[src/rtl/wake_pkg.sv]
package wake_pkg;
  typedef enum logic [1:0] {
    LVL0 = 2'd0,
    LVL1 = 2'd1,
    LVL2 = 2'd2
  } susp_lvl_e;

  typedef enum logic [1:0] {
    ST_RUN   = 2'd0,
    ST_SLEEP = 2'd1,
    ST_WOKE  = 2'd2
  } wake_st_e;

  // Which source classes the current level lets through
  typedef struct packed {
    logic gpio;
    logic link;
    logic magic;
    logic wol;
  } allow_t;

  localparam int NUM_NET_SRC = 3;  // wol, magic, link above the GPIO bits
endpackage

[src/rtl/wake_gpio_front.sv]
module wake_gpio_front #(
  parameter int NPIN = 8
) (
  input  logic            clk,
  input  logic            rst_n,
  input  logic [NPIN-1:0] pin_in,
  input  logic [NPIN-1:0] pin_en,
  input  logic [NPIN-1:0] pin_pol,
  output logic [NPIN-1:0] pin_hit
);
  for (genvar i = 0; i < NPIN; i++) begin : g_pin
    logic meta_q, sync_q;
    always_ff @(posedge clk or negedge rst_n) begin
      if (!rst_n) begin
        meta_q <= 1'b0;
        sync_q <= 1'b0;
      end else begin
        meta_q <= pin_in[i];
        sync_q <= meta_q;
      end
    end
    assign pin_hit[i] = pin_en[i] & (sync_q ^ pin_pol[i]);
  end
endmodule

[src/rtl/wake_link_watch.sv]
module wake_link_watch (
  input  logic clk,
  input  logic rst_n,
  input  logic link_in,
  input  logic capture,
  output logic changed
);
  logic meta_q, sync_q, ref_q, ref_d;

  always_comb begin
    ref_d = ref_q;
    if (capture) ref_d = sync_q;
  end

  always_ff @(posedge clk or negedge rst_n) begin
    if (!rst_n) begin
      meta_q <= 1'b0;
      sync_q <= 1'b0;
      ref_q  <= 1'b0;
    end else begin
      meta_q <= link_in;
      sync_q <= meta_q;
      ref_q  <= ref_d;
    end
  end

  assign changed = sync_q ^ ref_q;

  // right after the reference is taken, it equals the level it was taken from
  assert_ref_taken_R7: assert property (@(posedge clk) disable iff (!rst_n)
    capture |=> (ref_q == $past(sync_q)));
endmodule

[src/rtl/wake_policy.sv]
module wake_policy
  import wake_pkg::*;
(
  input  susp_lvl_e lvl,
  output allow_t    allow
);
  always_comb begin
    allow = '0;
    unique case (lvl)
      LVL0:    begin allow.gpio = 1'b1; allow.wol  = 1'b1; allow.magic = 1'b1; end
      LVL1:    begin allow.gpio = 1'b1; allow.link = 1'b1; end
      default: begin allow.gpio = 1'b1; end
    endcase
  end
endmodule

[src/rtl/wake_ctrl.sv]
module wake_ctrl
  import wake_pkg::*;
#(
  parameter int NGPIO = 8,
  localparam int RW = NGPIO + NUM_NET_SRC
) (
  input  logic             clk,
  input  logic             rst_n,
  input  logic [NGPIO-1:0] gpio_in,
  input  logic [NGPIO-1:0] gpio_en,
  input  logic [NGPIO-1:0] gpio_pol,
  input  logic             magic_pulse,
  input  logic             wol_pulse,
  input  logic             link_in,
  input  logic             mode_wr,
  input  logic [1:0]       mode_sel,
  input  logic             susp_req,
  input  logic             resume_ack,
  output logic             wake_req,
  output logic [RW-1:0]    wake_reason,
  output logic             mac_clk_en
);
  wake_st_e       state_q, state_d;
  susp_lvl_e      lvl_q, lvl_d;
  logic [RW-1:0]  reason_q, reason_d;
  logic           req_q, req_d;
  logic           capture, link_chg;
  logic [NGPIO-1:0] pin_hit, gpio_ok;
  logic           wol_ok, magic_ok, link_ok, any_ok;
  allow_t         allow;

  wake_gpio_front #(.NPIN(NGPIO)) i_gpio (
    .clk(clk), .rst_n(rst_n), .pin_in(gpio_in), .pin_en(gpio_en),
    .pin_pol(gpio_pol), .pin_hit(pin_hit));

  wake_link_watch i_link (
    .clk(clk), .rst_n(rst_n), .link_in(link_in), .capture(capture),
    .changed(link_chg));

  wake_policy i_policy (.lvl(lvl_q), .allow(allow));

  assign gpio_ok  = allow.gpio ? pin_hit : '0;
  assign wol_ok   = allow.wol   & wol_pulse;
  assign magic_ok = allow.magic & magic_pulse;
  assign link_ok  = allow.link  & link_chg;
  assign any_ok   = (|gpio_ok) | wol_ok | magic_ok | link_ok;

  always_comb begin
    state_d  = state_q;
    lvl_d    = lvl_q;
    reason_d = reason_q;
    req_d    = req_q;
    capture  = 1'b0;
    unique case (state_q)
      ST_RUN: begin
        if (mode_wr && mode_sel != 2'd3) lvl_d = susp_lvl_e'(mode_sel);
        if (susp_req) begin
          state_d  = ST_SLEEP;
          reason_d = '0;
          capture  = 1'b1;
        end
      end
      ST_SLEEP: begin
        if (resume_ack) begin
          state_d = ST_RUN;
        end else if (any_ok) begin
          state_d  = ST_WOKE;
          req_d    = 1'b1;
          reason_d = {link_ok, magic_ok, wol_ok, gpio_ok};
        end
      end
      default: begin
        if (resume_ack) begin
          state_d = ST_RUN;
          req_d   = 1'b0;
        end
      end
    endcase
  end

  always_ff @(posedge clk or negedge rst_n) begin
    if (!rst_n) begin
      state_q  <= ST_RUN;
      lvl_q    <= LVL2;
      reason_q <= '0;
      req_q    <= 1'b0;
    end else begin
      state_q  <= state_d;
      lvl_q    <= lvl_d;
      reason_q <= reason_d;
      req_q    <= req_d;
    end
  end

  assign wake_req    = req_q;
  assign wake_reason = reason_q;
  assign mac_clk_en  = (state_q == ST_RUN);

  assert_sticky_req_R8: assert property (@(posedge clk) disable iff (!rst_n)
    (wake_req && !resume_ack) |=> wake_req);
  assert_ack_clears_R8: assert property (@(posedge clk) disable iff (!rst_n)
    resume_ack |=> !wake_req);
  assert_req_gates_clk_R10: assert property (@(posedge clk) disable iff (!rst_n)
    wake_req |-> !mac_clk_en);
  assert_reason_on_wake_R9: assert property (@(posedge clk) disable iff (!rst_n)
    $rose(wake_req) |-> (wake_reason != '0));
  assert_reason_hold_R9: assert property (@(posedge clk) disable iff (!rst_n)
    (wake_req && $past(wake_req)) |-> $stable(wake_reason));
  assert_lvl2_gpio_only_R5: assert property (@(posedge clk) disable iff (!rst_n)
    (lvl_q == LVL2) |-> (allow == 4'b1000));
  assert_lvl_legal_R2: assert property (@(posedge clk) disable iff (!rst_n)
    lvl_q != 2'd3);
  assert_run_no_req_R11: assert property (@(posedge clk) disable iff (!rst_n)
    (mac_clk_en && !$past(resume_ack)) |-> !wake_req);
endmodule

[config.mk]
export PLATFORM = sky130hd
export DESIGN_NAME = wake_ctrl
export DESIGN_NICKNAME = d
export VERILOG_FILES = /design/src/rtl/wake_pkg.sv /design/src/rtl/wake_gpio_front.sv /design/src/rtl/wake_link_watch.sv /design/src/rtl/wake_policy.sv /design/src/rtl/wake_ctrl.sv
export SDC_FILE = /design/constraint.sdc
export NUM_CORES = 1
export LEC_CHECK = 0
export BUFFER_PORTS_ARGS = -buffer_cell sky130_fd_sc_hd__buf_2
export CORE_ASPECT_RATIO = 1.75
export CORE_UTILIZATION = 50
export CTS_BUF_LIST = sky130_fd_sc_hd__clkbuf_8
export DETAILED_ROUTE_END_ITERATION = 6
export PLACE_DENSITY = 0.8
export SYNTH_ARGS = -nofsm -noshare
export SYNTH_HDL_FRONTEND = slang
export SYNTH_SLANG_ARGS = --single-unit
[constraint.sdc]
create_clock -name clk -period 1.6 [get_ports clk]
set_input_delay 0.08 -clock clk [delete_from_list [all_inputs] [get_ports clk]]
set_output_delay 0.08 -clock clk [all_outputs]
set_load 0.01 [all_outputs]
==> flow_summary.json <==
{
  "num_vias": 1007,
  "grt_first_pass_wirelength_mm": 4.029,
  "end_kind": "register",
  "syn_avg_cell_area_um2": 12.41,
  "synth_ff_type": "dfrtp_1",
  "wl_met2_mm": 1.447,
  "port_buffers": 46,
  "grt_pass1_vias": 1047,
  "powerDensity_nw_per_um2": 1260,
  "critical_path_class": "reg2reg",
  "hpwl_mm": 1.914,
  "h-tree-depth": 2,
  "seq_area_frac_synth_pct": 66.07,
  "grt_max_degree": 36,
  "design.portCount": 47,
  "peakVddDrop_mv": 0.8482,
  "yosysMostFrequentCell": "dfrtp_1",
  "clk_latency_ps": 280,
  "clkSlewWorstSetupHoldPaths_ps": 60,
  "drt_iter0_markers": 6,
  "worstHoldEndpoint": "wake_reason[6]",
  "highest_layer": "met4",
  "max-cap-violations": 0,
  "final_area_um2": 1810,
  "ys.warnings.count": 0,
  "outcome": "completed",
  "drc_errors": 0,
  "hp-start": "gpio_en[6]",
  "crit_required_ps": 1790,
  "synth_nets": 141,
  "core_area_um2": 2492,
  "setup.worst_path.start": "lvl_q[1]",
  "finalCritPeriodShare_pct": 94.93,
  "ys_ff_latch": 35,
  "routed_wl_mm": 2.491,
  "worstMarginPinSlew_ps": 720.4,
  "gp_congestion": 0.7272,
  "diodes": 0,
  "wl_per_cell_um": 12.46,
  "finalNetCount": 207,
  "start_kind": "register",
  "crit_fanout": 12,
  "cts_root_buf": "clkbuf_8",
  "hold_viol": 0,
  "synth_top_area_share_pct": 64.09,
  "reg2reg_from": "lvl_q[1]",
  "crit_chain": "nor2_1, a22oi_1, and4_4, a21oi_4, buf_12, o21ai_0",
  "crit_slowest_cell": "dfstp_2",
  "p_total_uw": 2282,
  "dpl_cell_area_um2": 1602,
  "dp.cells": 181,
  "die_h_um": 70.17,
  "setup_viol": 0,
  "cts.sinks": 35,
  "num_rows": 24,
  "drtAntennaViolNets": 0,
  "synth_common_cells": "dfrtp_1 (34), nand2_1 (19), nor2_1 (9), xor2_1 (9), nand3_1 (5)",
  "synth_top_cell_by_area": "dfrtp_1",
  "wl_met3_um": 125,
  "detail_route.first_pass.iterations": 4,
  "cpPeakStageDelay_ps": 540,
  "slew_headroom_pct": 51.98,
  "rsz0062_at_grt": "false",
  "fin_cells": 200,
  "r2r_slack_ps": 80,
  "nFillCells": 199,
  "drt-met1-wl_um": 905,
  "fin_crit_ps": 1519,
  "synthDistinctLibCells": 24,
  "maxSlewViolCount": 0,
  "holdWs_ps": 46.07,
  "dieArea_um2": 2873,
  "worstPathArrival_ps": 1710,
  "fmax_ghz": 0.6584,
  "skew_ps": 6.754,
  "p_leak_uw": 0.0009214,
  "initial_core_util_pct": 53.26,
  "antenna_found_initial": 0,
  "grt_overflow": 0,
  "drive_gt1_share_pct": 41.95,
  "synth-async-reset-ratio_pct": 100.0,
  "cts_tree": "built",
  "die_w_um": 40.95,
  "post_drt_via_cell_ratio": 5.035,
  "synth_top_cells_by_area": "dfrtp_1 (64%), xor2_1 (5.9%), nand2_1 (5.4%)",
  "r2r-end": "wake_reason[3]",
  "worstHoldPathType": "in2reg",
  "synth_area_um2": 1328,
  "grt.total_usage_pct": 20.58,
  "synth_edf_count": 0,
  "reg2reg_depth": 6,
  "clockBufferDepth": 2,
  "netlist_instances": 107,
  "areaGrowthSynthToFinish_pct": 36.38,
  "hold_depth": 3,
  "numCtsBuffers": 5
}
[cell usage in the layout (no fill, tap or decap), types with 2 or more instances in the layout]
master | netlist | layout
buf_2 | 0 | 46
o22ai_1 | 2 | 2
a21oi_1 | 2 | 2
o21ai_0 | 3 | 3
a22oi_1 | 2 | 2
dfrtp_1 | 34 | 34
nand2_1 | 19 | 19
clkbuf_8 | 0 | 5
a21o_1 | 2 | 2
xor2_1 | 9 | 9
o22ai_2 | 4 | 4
o21ai_2 | 3 | 3
inv_1 | 0 | 2
buf_4 | 0 | 5
nand3_1 | 5 | 5
dlygate4sd3_1 | 0 | 10
nor2_1 | 9 | 9
[kinds of logic (layout without fill, tap and decap cells)]
group | Yosys count | count (layout) | synth area share, %
and+or+nand+nor | 39 | 39 | 13.38
DFF | 35 | 35 | 66.07
AOI/OAI and AO/OA | 19 | 19 | 11.50
xor gates and xnor gates | 9 | 9 | 5.938
buffers and inverters | 4 | 71 | 2.261
muxes | 1 | 1 | 0.8482
[worst max-delay path by stage]
| stage | to | slack, ps | depth (start not counted) |
|---|---|---|---|
| 2_1_floorplan | wake_req | 200 | 6 |
| 3_3_place_gp | wake_reason[6] | -110 | 5 |
| 3_5_place_dp | wake_reason[3] | -230 | 5 |
| 4_1_cts | wake_reason[3] | 20 | 5 |
| 5_1_grt | wake_reason[3] | 40 | 6 |
| 6_report | wake_reason[3] | 80 | 6 |
[flip-flops by register name, summed over array words and instances (netlist names)]
name                 count
wake_reason             11
i_gpio.g_pin.meta_q      8
i_gpio.g_pin.sync_q      8
lvl_q                    2
state_q                  2
i_link.meta_q            1
i_link.ref_q             1
i_link.sync_q            1
wake_req                 1
[layer usage]
layer  up-vias  track usage, %
met5         -               0
met1       483           20.85
met4         0           7.778
li1        489               -
met3         4           7.619
met2        31           34.90
[critical path: cells and delay by family, from the launching register on]
family | cells | cell delay [ps]
AOI/OAI and AO/OA | 3 | 410
buffers and inverters | 1 | 150
DFF | 1 | 540
and+or+nand+nor | 2 | 340
[power by group]
part	total, µW	switching, µW	internal [µW]	leakage, µW
combinational	594	311	284	0.000439
sequential	1120	81.6	1040	0.000432
clock	567	276	292	0.0000505
[timing repair]
item | 4_1_cts | 5_1_grt
pin swaps | 0 | 1
hold buffers | 10 | 0
gates resized for setup | 1 | 0
buffers inserted | 0 | 1
endpoints found under the hold margin | 43 | 0
endpoints found under the setup margin | 12 | 8
[per-stage QoR]
stage | TNS [ps] | utilization [%] | setup slack (ps)
CTS | 0 | 71.84 | 18.69
global route | 0 | 72.64 | 44.27
floorplan | 0 | - | 200.9
global placement | -941.3 | 64.26 | -112.0
detailed placement | -1687 | 64.26 | -228.6
finish | 0 | 72.64 | 81.08
[layout make-up]
type	count	area (µm²)	share of cell area (%)
Clock buffer	5	68.82	3.801
Multi-Input combinational cell	68	427.9	23.64
Tap cell	26	32.53	1.797
Timing Repair Buffer	62	387.9	21.42
Clock inverter	3	12.51	0.6911
Inverter	1	3.754	0.2073
Sequential cell	35	877.1	48.44
(Power assumes the default switching activity.)
